<file path="src/rtl/rxq_pkg.sv">
package rxq_pkg;
  localparam int DATA_W  = 8;
  localparam int ERR_W   = 4;
  localparam int ENTRY_W = DATA_W + ERR_W;
  localparam int BRK_BIT = DATA_W + 2;

  typedef struct packed {
    logic [ERR_W-1:0]  err;
    logic [DATA_W-1:0] data;
  } rxq_entry_t;

  localparam logic [ENTRY_W-1:0] BREAK_ENTRY = ENTRY_W'(1) << BRK_BIT;
endpackage

</file>
<file path="src/rtl/rxq_ctrl.sv">
module rxq_ctrl #(
  parameter int DEPTH = 16,
  localparam int PTR_W = $clog2(DEPTH),
  localparam int CNT_W = PTR_W + 1
) (
  input  logic             clk,
  input  logic             rst_n,
  input  logic             fifo_en,
  input  logic             flush,
  input  logic             push_fire,
  input  logic             pop_fire,
  output logic [CNT_W-1:0] count,
  output logic [CNT_W-1:0] depth_eff,
  output logic [PTR_W-1:0] rptr,
  output logic [PTR_W-1:0] wslot
);
  logic [PTR_W-1:0] mask;
  logic             pop_take;

  always_comb begin
    mask      = fifo_en ? PTR_W'(DEPTH - 1) : '0;
    depth_eff = fifo_en ? CNT_W'(DEPTH) : CNT_W'(1);
    pop_take  = pop_fire && (count != '0);
    wslot     = (rptr + count[PTR_W-1:0]) & mask;
  end

  always_ff @(posedge clk or negedge rst_n) begin
    if (!rst_n) begin
      count <= '0;
      rptr  <= '0;
    end else if (flush) begin
      count <= '0;
      rptr  <= '0;
    end else begin
      count <= count - CNT_W'(pop_take) + CNT_W'(push_fire);
      if (pop_take) rptr <= (rptr + PTR_W'(1)) & mask;
    end
  end

  assert_count_bound_R2: assert property (@(posedge clk) disable iff (!rst_n)
    count <= depth_eff);
  assert_no_overflow_R10: assert property (@(posedge clk) disable iff (!rst_n)
    push_fire |-> count < depth_eff);
  assert_flush_clears_R9: assert property (@(posedge clk) disable iff (!rst_n)
    flush |=> (count == '0) && (rptr == '0));
  assert_empty_pop_R5: assert property (@(posedge clk) disable iff (!rst_n)
    (pop_fire && !push_fire && !flush && count == '0) |=> count == '0);
  assert_both_hold_R11: assert property (@(posedge clk) disable iff (!rst_n)
    (pop_fire && push_fire && !flush && count != '0) |=> count == $past(count));
endmodule

</file>
<file path="src/rtl/rxq_store.sv">
module rxq_store #(
  parameter int DEPTH   = 16,
  parameter int ENTRY_W = 12,
  localparam int PTR_W  = $clog2(DEPTH)
) (
  input  logic               clk,
  input  logic               rst_n,
  input  logic               we,
  input  logic [PTR_W-1:0]   wslot,
  input  logic [ENTRY_W-1:0] wdata,
  input  logic [PTR_W-1:0]   rptr,
  output logic [ENTRY_W-1:0] rdata
);
  logic [ENTRY_W-1:0] slots [DEPTH];

  for (genvar g = 0; g < DEPTH; g++) begin : g_slot
    always_ff @(posedge clk or negedge rst_n) begin
      if (!rst_n)                              slots[g] <= '0;
      else if (we && wslot == PTR_W'(g))       slots[g] <= wdata;
    end
  end

  assign rdata = slots[rptr];
endmodule

</file>
<file path="src/rtl/rxq_irq.sv">
module rxq_irq #(
  parameter int CNT_W    = 5,
  parameter int TRIG_LVL = 1
) (
  input  logic             clk,
  input  logic             rst_n,
  input  logic             flush,
  input  logic             push_fire,
  input  logic             pop_fire,
  input  logic [CNT_W-1:0] count,
  output logic             irq
);
  logic [CNT_W-1:0] after_pop;
  logic             irq_next;

  always_comb begin
    after_pop = (pop_fire && count != '0) ? count - CNT_W'(1) : count;
    irq_next  = irq;
    if (pop_fire && after_pop == CNT_W'(TRIG_LVL - 1))               irq_next = 1'b0;
    if (push_fire && (after_pop + CNT_W'(1)) == CNT_W'(TRIG_LVL))    irq_next = 1'b1;
    if (flush)                                                       irq_next = irq;
  end

  always_ff @(posedge clk or negedge rst_n) begin
    if (!rst_n) irq <= 1'b0;
    else        irq <= irq_next;
  end

  assert_irq_hold_R9: assert property (@(posedge clk) disable iff (!rst_n)
    flush |=> irq == $past(irq));
  assert_irq_drop_R8: assert property (@(posedge clk) disable iff (!rst_n)
    (!flush && pop_fire && !push_fire && count <= CNT_W'(TRIG_LVL)) |=> !irq);
endmodule

</file>
<file path="src/rtl/rxq_buffer.sv">
module rxq_buffer #(
  parameter int DEPTH    = 16,
  parameter int TRIG_LVL = 1,
  localparam int ENTRY_W = rxq_pkg::ENTRY_W,
  localparam int ERR_W   = rxq_pkg::ERR_W,
  localparam int PTR_W   = $clog2(DEPTH),
  localparam int CNT_W   = PTR_W + 1
) (
  input  logic               clk,
  input  logic               rst_n,
  input  logic               in_valid,
  output logic               in_ready,
  input  logic [ENTRY_W-1:0] in_data,
  input  logic               in_break,
  input  logic               rd_pop,
  output logic [ENTRY_W-1:0] head_entry,
  input  logic               stat_clr,
  output logic [ERR_W-1:0]   rx_status,
  input  logic               cfg_we,
  input  logic               cfg_fifo_en,
  output logic [7:0]         flag_reg,
  output logic               rx_irq
);
  import rxq_pkg::*;

  logic             fifo_en, flush, room, push_fire, pop_fire;
  logic [CNT_W-1:0] count, depth_eff;
  logic [PTR_W-1:0] rptr, wslot;
  rxq_entry_t       wentry, head;

  always_comb begin
    flush     = cfg_we && (cfg_fifo_en != fifo_en);
    room      = (count < depth_eff) && !flush;
    in_ready  = room && !in_break;
    push_fire = room && (in_break || in_valid);
    pop_fire  = rd_pop && !flush;
    wentry    = in_break ? rxq_entry_t'(BREAK_ENTRY) : rxq_entry_t'(in_data);
    flag_reg  = {1'b1, count == depth_eff, 1'b0, count == '0, 4'b0000};
  end

  assign head_entry = head;

  always_ff @(posedge clk or negedge rst_n) begin
    if (!rst_n) begin
      fifo_en   <= 1'b0;
      rx_status <= '0;
    end else begin
      if (cfg_we)        fifo_en   <= cfg_fifo_en;
      if (pop_fire)      rx_status <= head.err;
      else if (stat_clr) rx_status <= '0;
    end
  end

  rxq_ctrl #(.DEPTH(DEPTH)) u_ctrl (
    .clk(clk), .rst_n(rst_n), .fifo_en(fifo_en), .flush(flush),
    .push_fire(push_fire), .pop_fire(pop_fire), .count(count),
    .depth_eff(depth_eff), .rptr(rptr), .wslot(wslot)
  );

  rxq_store #(.DEPTH(DEPTH), .ENTRY_W(ENTRY_W)) u_store (
    .clk(clk), .rst_n(rst_n), .we(push_fire), .wslot(wslot),
    .wdata(wentry), .rptr(rptr), .rdata(head)
  );

  rxq_irq #(.CNT_W(CNT_W), .TRIG_LVL(TRIG_LVL)) u_irq (
    .clk(clk), .rst_n(rst_n), .flush(flush), .push_fire(push_fire),
    .pop_fire(pop_fire), .count(count), .irq(rx_irq)
  );

  assert_break_gate_R7: assert property (@(posedge clk) disable iff (!rst_n)
    in_break |-> !in_ready);
  assert_pop_latch_R6: assert property (@(posedge clk) disable iff (!rst_n)
    pop_fire |=> rx_status == $past(head_entry[ENTRY_W-1 -: ERR_W]));
  assert_stat_clear_R6: assert property (@(posedge clk) disable iff (!rst_n)
    (stat_clr && !pop_fire) |=> rx_status == '0);
  assert_flag_excl_R4: assert property (@(posedge clk) disable iff (!rst_n)
    !(flag_reg[4] && flag_reg[6]));
endmodule

</file>
<file path="config.mk">
export PLATFORM = sky130hd
export DESIGN_NAME = rxq_buffer
export DESIGN_NICKNAME = d
export VERILOG_FILES = /design/src/rtl/rxq_pkg.sv /design/src/rtl/rxq_ctrl.sv /design/src/rtl/rxq_store.sv /design/src/rtl/rxq_irq.sv /design/src/rtl/rxq_buffer.sv
export SDC_FILE = /design/constraint.sdc
export NUM_CORES = 1
export LEC_CHECK = 0
export BUFFER_PORTS_ARGS = -buffer_cell sky130_fd_sc_hd__buf_2
export CAP_MARGIN = 5
export CORE_MARGIN = 8
export CORE_UTILIZATION = 63
export CTS_CLUSTER_SIZE = 16
export DETAILED_ROUTE_END_ITERATION = 8
export PLACE_DENSITY = 0.81
export SYNTH_ARGS = -nofsm -noshare
export SYNTH_HDL_FRONTEND = slang
export SYNTH_HIERARCHICAL = 1
export SYNTH_SLANG_ARGS = --single-unit
export TNS_END_PERCENT = 5
</file>
<file path="constraint.sdc">
create_clock -name clk -period 5.3 [get_ports clk]
set_clock_uncertainty 0.05 [all_clocks]
set_input_delay 1.06 -clock clk [delete_from_list [all_inputs] [get_ports clk]]
set_output_delay 1.06 -clock clk [all_outputs]
set_load 0.02 [all_outputs]
</file>
Word level (Yosys, flattened, before mapping)

Cells that the tools add are included.

Register bits after elaboration: 207
Output and inout port bits: 26
Word-level logic and storage cells: 100

Add/subtract/negate cells: 6
$lt $le $gt $ge: 2
Equality and inequality tests: 18
Mux-type cells: 14
Bitwise gates (word level): 4
Reduce and logical (&&, ||, !) cells: 35

Operator list:

| operator                                                              | number |
|---|---|
| 12-bit binary-select mux with 4-bit select                            | 1 |
| 12-bit 2-to-1 mux                                                     | 3 |
| 4-bit equality test, second input constant                            | 8 |
| 1-bit logical AND                                                     | 24 |
| 4-bit 2-to-1 mux                                                      | 5 |
| 4-bit by 3-bit equality test with 1-bit output, second input constant | 4 |
| 5-bit 2-to-1 mux                                                      | 3 |
| 5-bit zero test                                                       | 2 |
| 4-bit AND                                                             | 2 |
| 4-bit by 2-bit equality test with 1-bit output, second input constant | 2 |
| 2-bit nonzero test                                                    | 3 |
| 5-bit by 1-bit adder with 5-bit output                                | 1 |
| 5-bit by 1-bit adder with 5-bit output, second input constant         | 1 |
| 5-bit by 1-bit equality test with 1-bit output, second input constant | 1 |
| 5-bit equality test                                                   | 1 |
| 5-bit >= comparator, second input constant                            | 1 |
| 5-bit less-than comparator                                            | 1 |
| 4-bit NOT with 5-bit output                                           | 1 |
| 5-bit nonzero test                                                    | 1 |
| 5-bit by 1-bit subtractor with 5-bit output                           | 1 |
| 5-bit by 1-bit subtractor with 5-bit output, second input constant    | 1 |
| 4-bit by 1-bit adder with 4-bit output, second input constant         | 1 |
| 4-bit adder                                                           | 1 |
| 4-bit by 1-bit equality test with 1-bit output, second input constant | 1 |
| 7 further kinds                                                       | 9 |

Depth between registers and ports, before layout

Gate-level depths: netlist of the first run.

Depth after elaboration: 11
Mapped depth: 14
Mapped depth without buffers: 14

Hierarchy

The synthesis of the first run kept the hierarchy.

By module, submodules not included:

| module     | instances | cells an instance | area an instance (µm²) | sequential area each (µm²) |
|---|---|---|---|---|
| rxq_store  | 1         | 538               | 8,628.3                | 4,804.6 |
| rxq_ctrl   | 1         | 80                | 732.0                  | 225.2 |
| rxq_buffer | 1         | 66                | 529.3                  | 125.1 |
| rxq_irq    | 1         | 21                | 158.9                  | 25.0 |

Worst setup path after synthesis of the first run

Ideal clock, no wire load.

Path type: in2reg
Start: in cfg_fifo_en
End: reg u_ctrl.count[4]
Arrival: 3.234 ns
Setup slack: 1.927 ns
Stages on the path: 13
Path buffers: 0
Cell sequence: xor2_1 a21boi_1 nand2b_4 inv_1 ha_1 inv_1 ha_1 inv_1 fa_1 nor2b_1 o21bai_1 nand3_1 nor3b_1

Word-level cells in the longest chain between the ends: 8
Elaborated cells between the ends (all ways): 10
Those cells by class: add/sub: 2; eq/ne: 1; mux: 1; reduce/logical: 6

RTL lines:

| element                                     | RTL line         | RTL |
|---|---|---|
| start, declared                             | rxq_buffer.sv:20 | `input logic cfg_fifo_en,` |
| 1-bit != test                               | rxq_buffer.sv:32 | `flush = cfg_we && (cfg_fifo_en != fifo_en);` |
| 1-bit logical AND                           | rxq_buffer.sv:32 |  |
| 1-bit zero test                             | rxq_buffer.sv:36 | `pop_fire = rd_pop && !flush;` |
| 1-bit logical AND                           | rxq_buffer.sv:36 |  |
| via pop_fire                                | rxq_buffer.sv:26 | `logic fifo_en, flush, room, push_fire, pop_fire;` |
| 1-bit logical AND                           | rxq_ctrl.sv:23   | `pop_take = pop_fire && (count != '0);` |
| 5-bit by 1-bit subtractor with 5-bit output | rxq_ctrl.sv:35   | `count <= count - CNT_W'(pop_take) + CNT_W'(push_fire);` |
| 5-bit by 1-bit adder with 5-bit output      | rxq_ctrl.sv:35   |  |
| 5-bit 2-to-1 mux                            | rxq_ctrl.sv:31   | `end else if (flush) begin` |
| end signal, assigned                        | rxq_ctrl.sv:35   |  |
| end, declared                               | rxq_ctrl.sv:12   | `output logic [CNT_W-1:0] count,` |

The timed path passes the listed nets, and every way through them passes these cells.
A chain may end at the register's enable or synchronous reset.

Worst setup path after layout of the first run

Start: reg u_ctrl.rptr[0]
End: out head_entry[9]

Word-level cells in the longest chain between the ends: 4

RTL lines:

| element                                               | RTL line         | RTL |
|---|---|---|
| start, declared                                       | rxq_ctrl.sv:14   | `output logic [PTR_W-1:0] rptr,` |
| start signal, assigned                                | rxq_ctrl.sv:36   | `if (pop_take) rptr <= (rptr + PTR_W'(1)) & mask;` |
| 4-bit NOT with 5-bit output (implied by the code)     | rxq_store.sv:23  | `assign rdata = slots[rptr];` |
| 12-bit binary-select mux with 4-bit select            | rxq_store.sv:23  |  |
| 12-bit 2-to-1 mux (implied by the code) (2 in series) | rxq_store.sv:23  |  |
| end, declared                                         | rxq_buffer.sv:16 | `output logic [ENTRY_W-1:0] head_entry,` |

No other way between the ends. The select of a mux whose other input is x is not followed.

==> results.ini, run 1 <==
[worst_setup_path]
startpoint_type=register
cp_top_family=flip-flops
critPathKind=reg -> out
end_kind=output port
cp.arrival_ns=2.90
path_max_fanout=53
cp_cell_sequence=mux4_2 -> a22oi_1 -> nand2_1 -> buf_2
path_buf_inv=1
cp_slowest_stage_delay_ns=1.10
crit_required_ns=4.19
slowest_stage=dfrtp_4

[yosys]
synthesis.area_mm2=0.0100
ys_types=46
synth_flop_cell=dfrtp_1
synth_edf_count=0
yosysWarnings=6
synth_seq_area_share_pct=51.6
synth.avg_cell_area_um2=14.3
syn_inst=705
synth_seq_cells=207
async_flop_share_pct=100

[sta]
setup_violations=0
fin_tns_setup_ns=0
worstMarginPinSlew_ns=1.27
period_share_pct=75.6
hold_viol=0
rsz0062_at_grt=no
relSlewSlack_pct=15.0
holdWs_ns=0.451
fin_crit_ns=4.01
fmax_ghz=0.250
report.final.slew_viol_count=0

[detailed_routing]
dr_total_vias=6034
drt-wirelength-per-cell_um=22.6
drc=0
first_pass_iters=5
drt_wl_total_mm=21.8
ant_nets=0
first_iter_violations=385
viasPerCell=6.25

[cells_and_area]
layout-drive-gt1-share_pct=44.9
post-route-util_pct=70.5
layout.nets=771
insertedDiodeCount=0
area_delta_synth_final_pct=10.3
multi_input_area_mm2=0.00449
regArea_mm2=0.00518
nFillCells=1057

[global_routing]
grt_max_degree=135
grt_pass1_wl_mm=35.2
grt_pass1_vias=6348
grt_use_total_pct=22.4
antenna_found_initial=0
overflow=0

[cts]
cts-htree-levels=1
post-cts-setup-buffers=0
cts_buffers=23
clock_latency_ns=0.51
clock_path_buffers=3
cts_tree=built
path_clk_slew_ns=0.06
cts_sinks=207
clockRootBuffer=clkbuf_16
cts-resized-gates=0
postCtsHoldBufs=0

[placed_design]
place_congestion=0.855
dp.final_hpwl_mm=13.9
port_buffers=39

[power]
switching_share_pct=30.7
seq_power_share_pct=42.6
leakage_nw=5.20
clock_power_share_pct=27.3
p_switching_mw=1.75
p_total_mw=5.72
power_frac_comb_pct=30.1
peakVddDrop_v=0.000322
power.density_mw_per_mm2=516
p_int_mw=3.96

[die]
io_pins=46
core-area_mm2=0.0157
die_area_mm2=0.0202
rows=46
fp.dieH_um=142
initial_core_util_pct=64.0
die_x_um=142

[hold_path]
min_path_type=reg -> reg

[flow_run]
maxCapViolCount=0

[outcome]
status=finished clean

## cell families after synthesis
family,after synthesis,share of synthesized area (%)
xor gates and xnor gates,6,0.523
muxes,241,32.4
adders and majority gates,18,2.39
and+or+nand+nor,101,5.50
AOI/OAI and AO/OA,49,3.54
other,3,0.112
DFF,207,51.6
buffers and inverters,80,4.00
## flip-flops by register name, summed over array words and instances, names as in the netlist
register,cells
rx_status,4
u_store/slots,192
u_ctrl/count,5
u_irq/irq,1
u_ctrl/rptr,4
fifo_en,1
## metrics by stage
stage	setup WS, ns	std cells	area [um^2]
2_1_floorplan	1.93	711	10100
3_3_place_gp	1.24	923	10300
3_5_place_dp	0.992	923	10300
4_1_cts	1.22	964	11100
5_1_grt	1.10	965	11100
6_report	1.29	965	11100
## per-layer routing
layer  vias up  part of all wire (%)  global-route usage (%)
met5         -                     0                       0
met4         0                   2.0                    6.21
met3        38                   5.8                    4.09
met2       178                    51                    38.0
met1      3200                    42                    29.0
li1       2618                     -                       -
## synth_stat cells (all sizes together), types with 4 or more instances
cell    count  area share (%)
a21oi       6            0.30
a22oi      25             1.9
buf        35             2.3
clkbuf     20            0.75
dfrtp     207              52
ha         16             2.0
inv        25            0.93
mux2      193              22
mux4       48              11
nand2      23            0.86
nand2b      5            0.39
nand3       6            0.30
nand3b      5            0.37
nor2       23            0.86
nor2b      16             1.0
o32ai       4            0.35
or3         4            0.26
## power by group through the flow
stage,Clock (mW),Combinational [mW],Sequential (mW)
6_report,1.56,1.72,2.44
5_1_grt,1.65,1.86,2.50
4_1_cts,1.59,1.73,2.44
3_5_place_dp,0,1.71,2.46
3_3_place_gp,0,1.62,2.41
2_1_floorplan,0,1.41,2.29
## worst paths after layout
kind	cells after the start	slack [ns]	from	endpoint
max	4	1.29	u_ctrl/rptr[0]	head_entry[9]
min	1	0.45	u_store/slots[62]	u_store/slots[62]
max reg2reg	8	1.46	u_ctrl/rptr[0]	u_store/slots[158]
min reg2reg	1	0.45	u_store/slots[62]	u_store/slots[62]
max in group asynchronous	2	3.36	rst_n	u_store/slots[67]
min in group asynchronous	1	0.63	rst_n	u_ctrl/count[4]
## cells in the final DEF (no fill, tap or decap), types with 3 or more instances in the layout
master / count
xnor2_1: 3
a21oi_1: 6
nand2b_1: 4
and2_1: 3
xor2_1: 3
nand2_1: 23
ha_1: 16
conb_1: 9
inv_1: 25
clkbuf_1: 7
buf_2: 38
a22oi_1: 25
mux4_2: 48
clkbuf_8: 4
nand3_1: 6
or3_1: 3
nor2b_1: 16
clkinv_2: 4
a21o_1: 3
buf_4: 12
nor2_1: 23
o32ai_1: 4
mux2_2: 193
dfrtp_1: 205
clkbuf_16: 23
nand3b_1: 5
## area by class of cell
cell class                 instances  share of cell area, %
inverter                          25                  0.847
multi-input combinational        424                   40.5
tap                              216                   2.44
sequential                       207                   46.8
clock inverter                     8                  0.869
timing repair buffer              52                   2.75
clock buffer                      33                   5.80
Power figures use the tool's default switching activity.
==> run 2, diff against run 1 <==
- ABC_AREA: default -> 1
- CORE_UTILIZATION: 63 -> 56
- PLACE_DENSITY: 0.81 -> 0.76
- clock period: 5.3 -> 3.2 ns (I/O delays scaled with it)
==> run 2 against run 1 <==
Effect of this change: sequential cell count unchanged; via count increased by 56%; highest routed layer unchanged; utilization is 7.7 points lower; critical path type unchanged; clock power is 74% higher; combinational power is 98% higher.
==> results.ini, run 2 <==
[cts]
cts_tree=built
post-cts-setup-buffers=0  ; unchanged
clock_latency_ns=0.51  ; about the same
clock_path_buffers=3  ; unchanged
cts_buffers=23  ; unchanged
clockRootBuffer=clkbuf_16
cts-htree-levels=1  ; unchanged
cts_sinks=207  ; unchanged
path_clk_slew_ns=0.06  ; about the same

[power]
power_frac_comb_pct=33.7  ; +3.6 points
peakVddDrop_v=0.000385  ; +20%
power.density_mw_per_mm2=836  ; +62%
switching_share_pct=37.2  ; +6.5 points
p_switching_mw=3.76  ; +110%
leakage_nw=6.10  ; +17%
clock_power_share_pct=26.9  ; -0.4 points
p_int_mw=6.34  ; +60%
seq_power_share_pct=39.5  ; -3.1 points

[worst_setup_path]
startpoint_type=register
critPathKind=reg -> out
path_max_fanout=43  ; -19%
crit_required_ns=2.51  ; -1.68 ns
end_kind=output port
cp.arrival_ns=2.42  ; -0.48 ns

[yosys]
async_flop_share_pct=100  ; unchanged
synth_seq_cells=207  ; unchanged
synth_seq_area_share_pct=47.9  ; -3.7 points
synthesis.area_mm2=0.0108  ; +7.7%
synth_most_common_cell=nand2_1
synthTopCellsByArea=dfrtp_1 48%, nand2_1 18%, o21ai_0 8.7%
ys_types=29  ; -37%
syn_inst=1489  ; +110%
yosysTopAreaCell=dfrtp_1
synth_commonest_cells=519 x nand2_1, 210 x inv_1, 207 x dfrtp_1
yosysWarnings=6  ; unchanged
yosysTopAreaCellShare_pct=47.9  ; -3.7 points
synth_flop_cell=dfrtp_1
synth_edf_count=0  ; unchanged
synth.avg_cell_area_um2=7.27  ; -49%

[flow_run]
maxCapViolCount=0  ; unchanged

[placed_design]
placed_area_mm2=0.0113  ; +9.3%
port_buffers=39  ; unchanged
place_congestion=0.853  ; -0.19%
dp.final_hpwl_mm=17.3  ; +25%

[die]
rows=51  ; +11%
fp.dieH_um=155  ; +8.9%
die_x_um=155  ; +8.9%
io_pins=46  ; unchanged
core-area_mm2=0.0192  ; +22%
initial_core_util_pct=56.3  ; -7.6 points
die_area_mm2=0.0240  ; +19%

[detailed_routing]
drt_wl_total_mm=28.3  ; +30%
ant_nets=0  ; unchanged
dr_total_vias=9412  ; +56%
drc=0  ; unchanged
viasPerCell=5.26  ; -16%
first_iter_violations=903  ; +130%
first_pass_iters=5  ; unchanged
drt-wirelength-per-cell_um=15.8  ; -30%

[cells_and_area]
largest_register_ffs=192  ; unchanged
fin_area_mm2=0.0121  ; +9.0%
insertedDiodeCount=0  ; unchanged
mostFrequentLayoutCells=519 x nand2_1, 210 x inv_1, 205 x dfrtp_1
layout.nets=1545  ; +100%
layout-drive-gt1-share_pct=9.13  ; -36 points
reg_top3=u_store/slots: 192 flops, u_ctrl/count: 5 flops
final_common_cell=nand2_1
area_delta_synth_final_pct=11.6
largest-register=u_store/slots
post-route-util_pct=62.9  ; -7.7 points

[sta]
fmax_ghz=0.322
fin_tns_setup_ns=0  ; unchanged
hold_viol=0  ; unchanged
rsz0062_at_grt=no
holdWs_ns=0.0865  ; -0.364 ns
worstMarginPinSlew_ns=0.637  ; -0.635 ns
setup_violations=0  ; unchanged
period_share_pct=97.1
report.final.slew_viol_count=0  ; unchanged
relSlewSlack_pct=57.5  ; +42 points
fin_crit_ns=3.11

[global_routing]
grt_pass1_wl_mm=46.1  ; +31%
overflow=0  ; unchanged
antenna_found_initial=0  ; unchanged
grt_pass1_vias=8831  ; +39%
grt_use_total_pct=23.8  ; +1.5 points
grt_max_degree=85  ; -37%

[hold_path]
min_path_type=in -> async

[outcome]
status=finished clean

-- run 2: changes by cell type after synthesis, sizes merged, moves of 5 or more --
cell,previous run,this run
a22oi,25,0
nand2,23,523
o21ai,1,194
clkbuf,20,43
inv,25,216
nand3,6,172
mux2,193,0
nand2b,5,0
nor2b,16,0
mux4,48,0
buf,35,50
nor2,23,43
-- run 2: worst max-delay path: stages, from the launching register on --
cell and delay [ns]:
dfrtp_4 0.60, inv_4 0.24, buf_12 0.26, nand2_1 0.09
nand2_1 0.07, nand2_1 0.06, nand3_1 0.09, nand3_1 0.07
nand2_1 0.19, buf_2 0.20
-- run 2: final cells by class --
class,instances,area [um^2]
Timing Repair Buffer,80,562
Tap cell,265,332
Clock buffer,34,687
Multi-Input combinational cell,979,4410
Inverter,216,813
Fill cell,1678,7130
Clock inverter,7,92.6
Sequential cell,207,5180
-- run 2: path summary, 6_finish.rpt --
path | startpoint | end | slack [ns] | cells after the start
max | u_ctrl/rptr[0] | head_entry[8] | 0.09 | 9
min | rst_n | u_ctrl/count[2] | 0.09 | 1
max reg2reg | u_ctrl/count[3] | u_ctrl/count[4] | 0.48 | 14
min reg2reg | u_irq/irq | u_irq/irq | 0.42 | 2
max in group asynchronous | rst_n | u_store/slots[123] | 2.26 | 2
min in group clk | cfg_we | fifo_en | 0.31 | 2
-- run 2: logic make-up (layout without fill, tap and decap cells) --
group                      Yosys count  in the layout  share of synthesized area, %
DFF                                207            207                          47.9
and+or+nand+nor                    746            746                          28.5
buffers and inverters              309            337                          11.6
adders and majority gates           18             18                          2.22
AOI/OAI and AO/OA                  203            203                          9.41
other                                3              9                         0.104
xor gates and xnor gates             3              3                         0.243
-- run 2: timing repair --
| item | in CTS | in global routing |
|---|---|---|
| hold buffers | 0 | 0 |
| gates resized for setup | 0 | 2 |
| setup endpoints to repair | 0 | 11 |
-- run 2: through the flow --
step / setup WS (ns) / power (mW) / std cells
floorplan: 0.515 / 6.43 / 1495
global placement: 0.445 / 7.22 / 1747
detailed placement: 0.386 / 7.38 / 1747
CTS: 0.0297 / 10.1 / 1788
global route: 0.0224 / 10.9 / 1788
finish: 0.0924 / 10.1 / 1788
-- run 2: power by group through the flow --
stage / Combinational, mW / Sequential, mW / Clock (mW)
after floorplan: 2.54 / 3.89 / 0
after detailed placement: 3.37 / 4.01 / 0
after global routing: 3.90 / 4.09 / 2.87
final: 3.40 / 3.99 / 2.71
after CTS: 3.40 / 3.97 / 2.75
after global placement: 3.25 / 3.98 / 0
-- run 2: routing by layer --
metal / vias to the layer above / part of all wire, % / global-route usage, %
li1: 4623 / - / -
met1: 4399 / 43 / 31.5
met2: 322 / 47 / 38.8
met3: 68 / 6.6 / 3.77
met4: 0 / 3.6 / 9.24
met5: - / 0 / 0
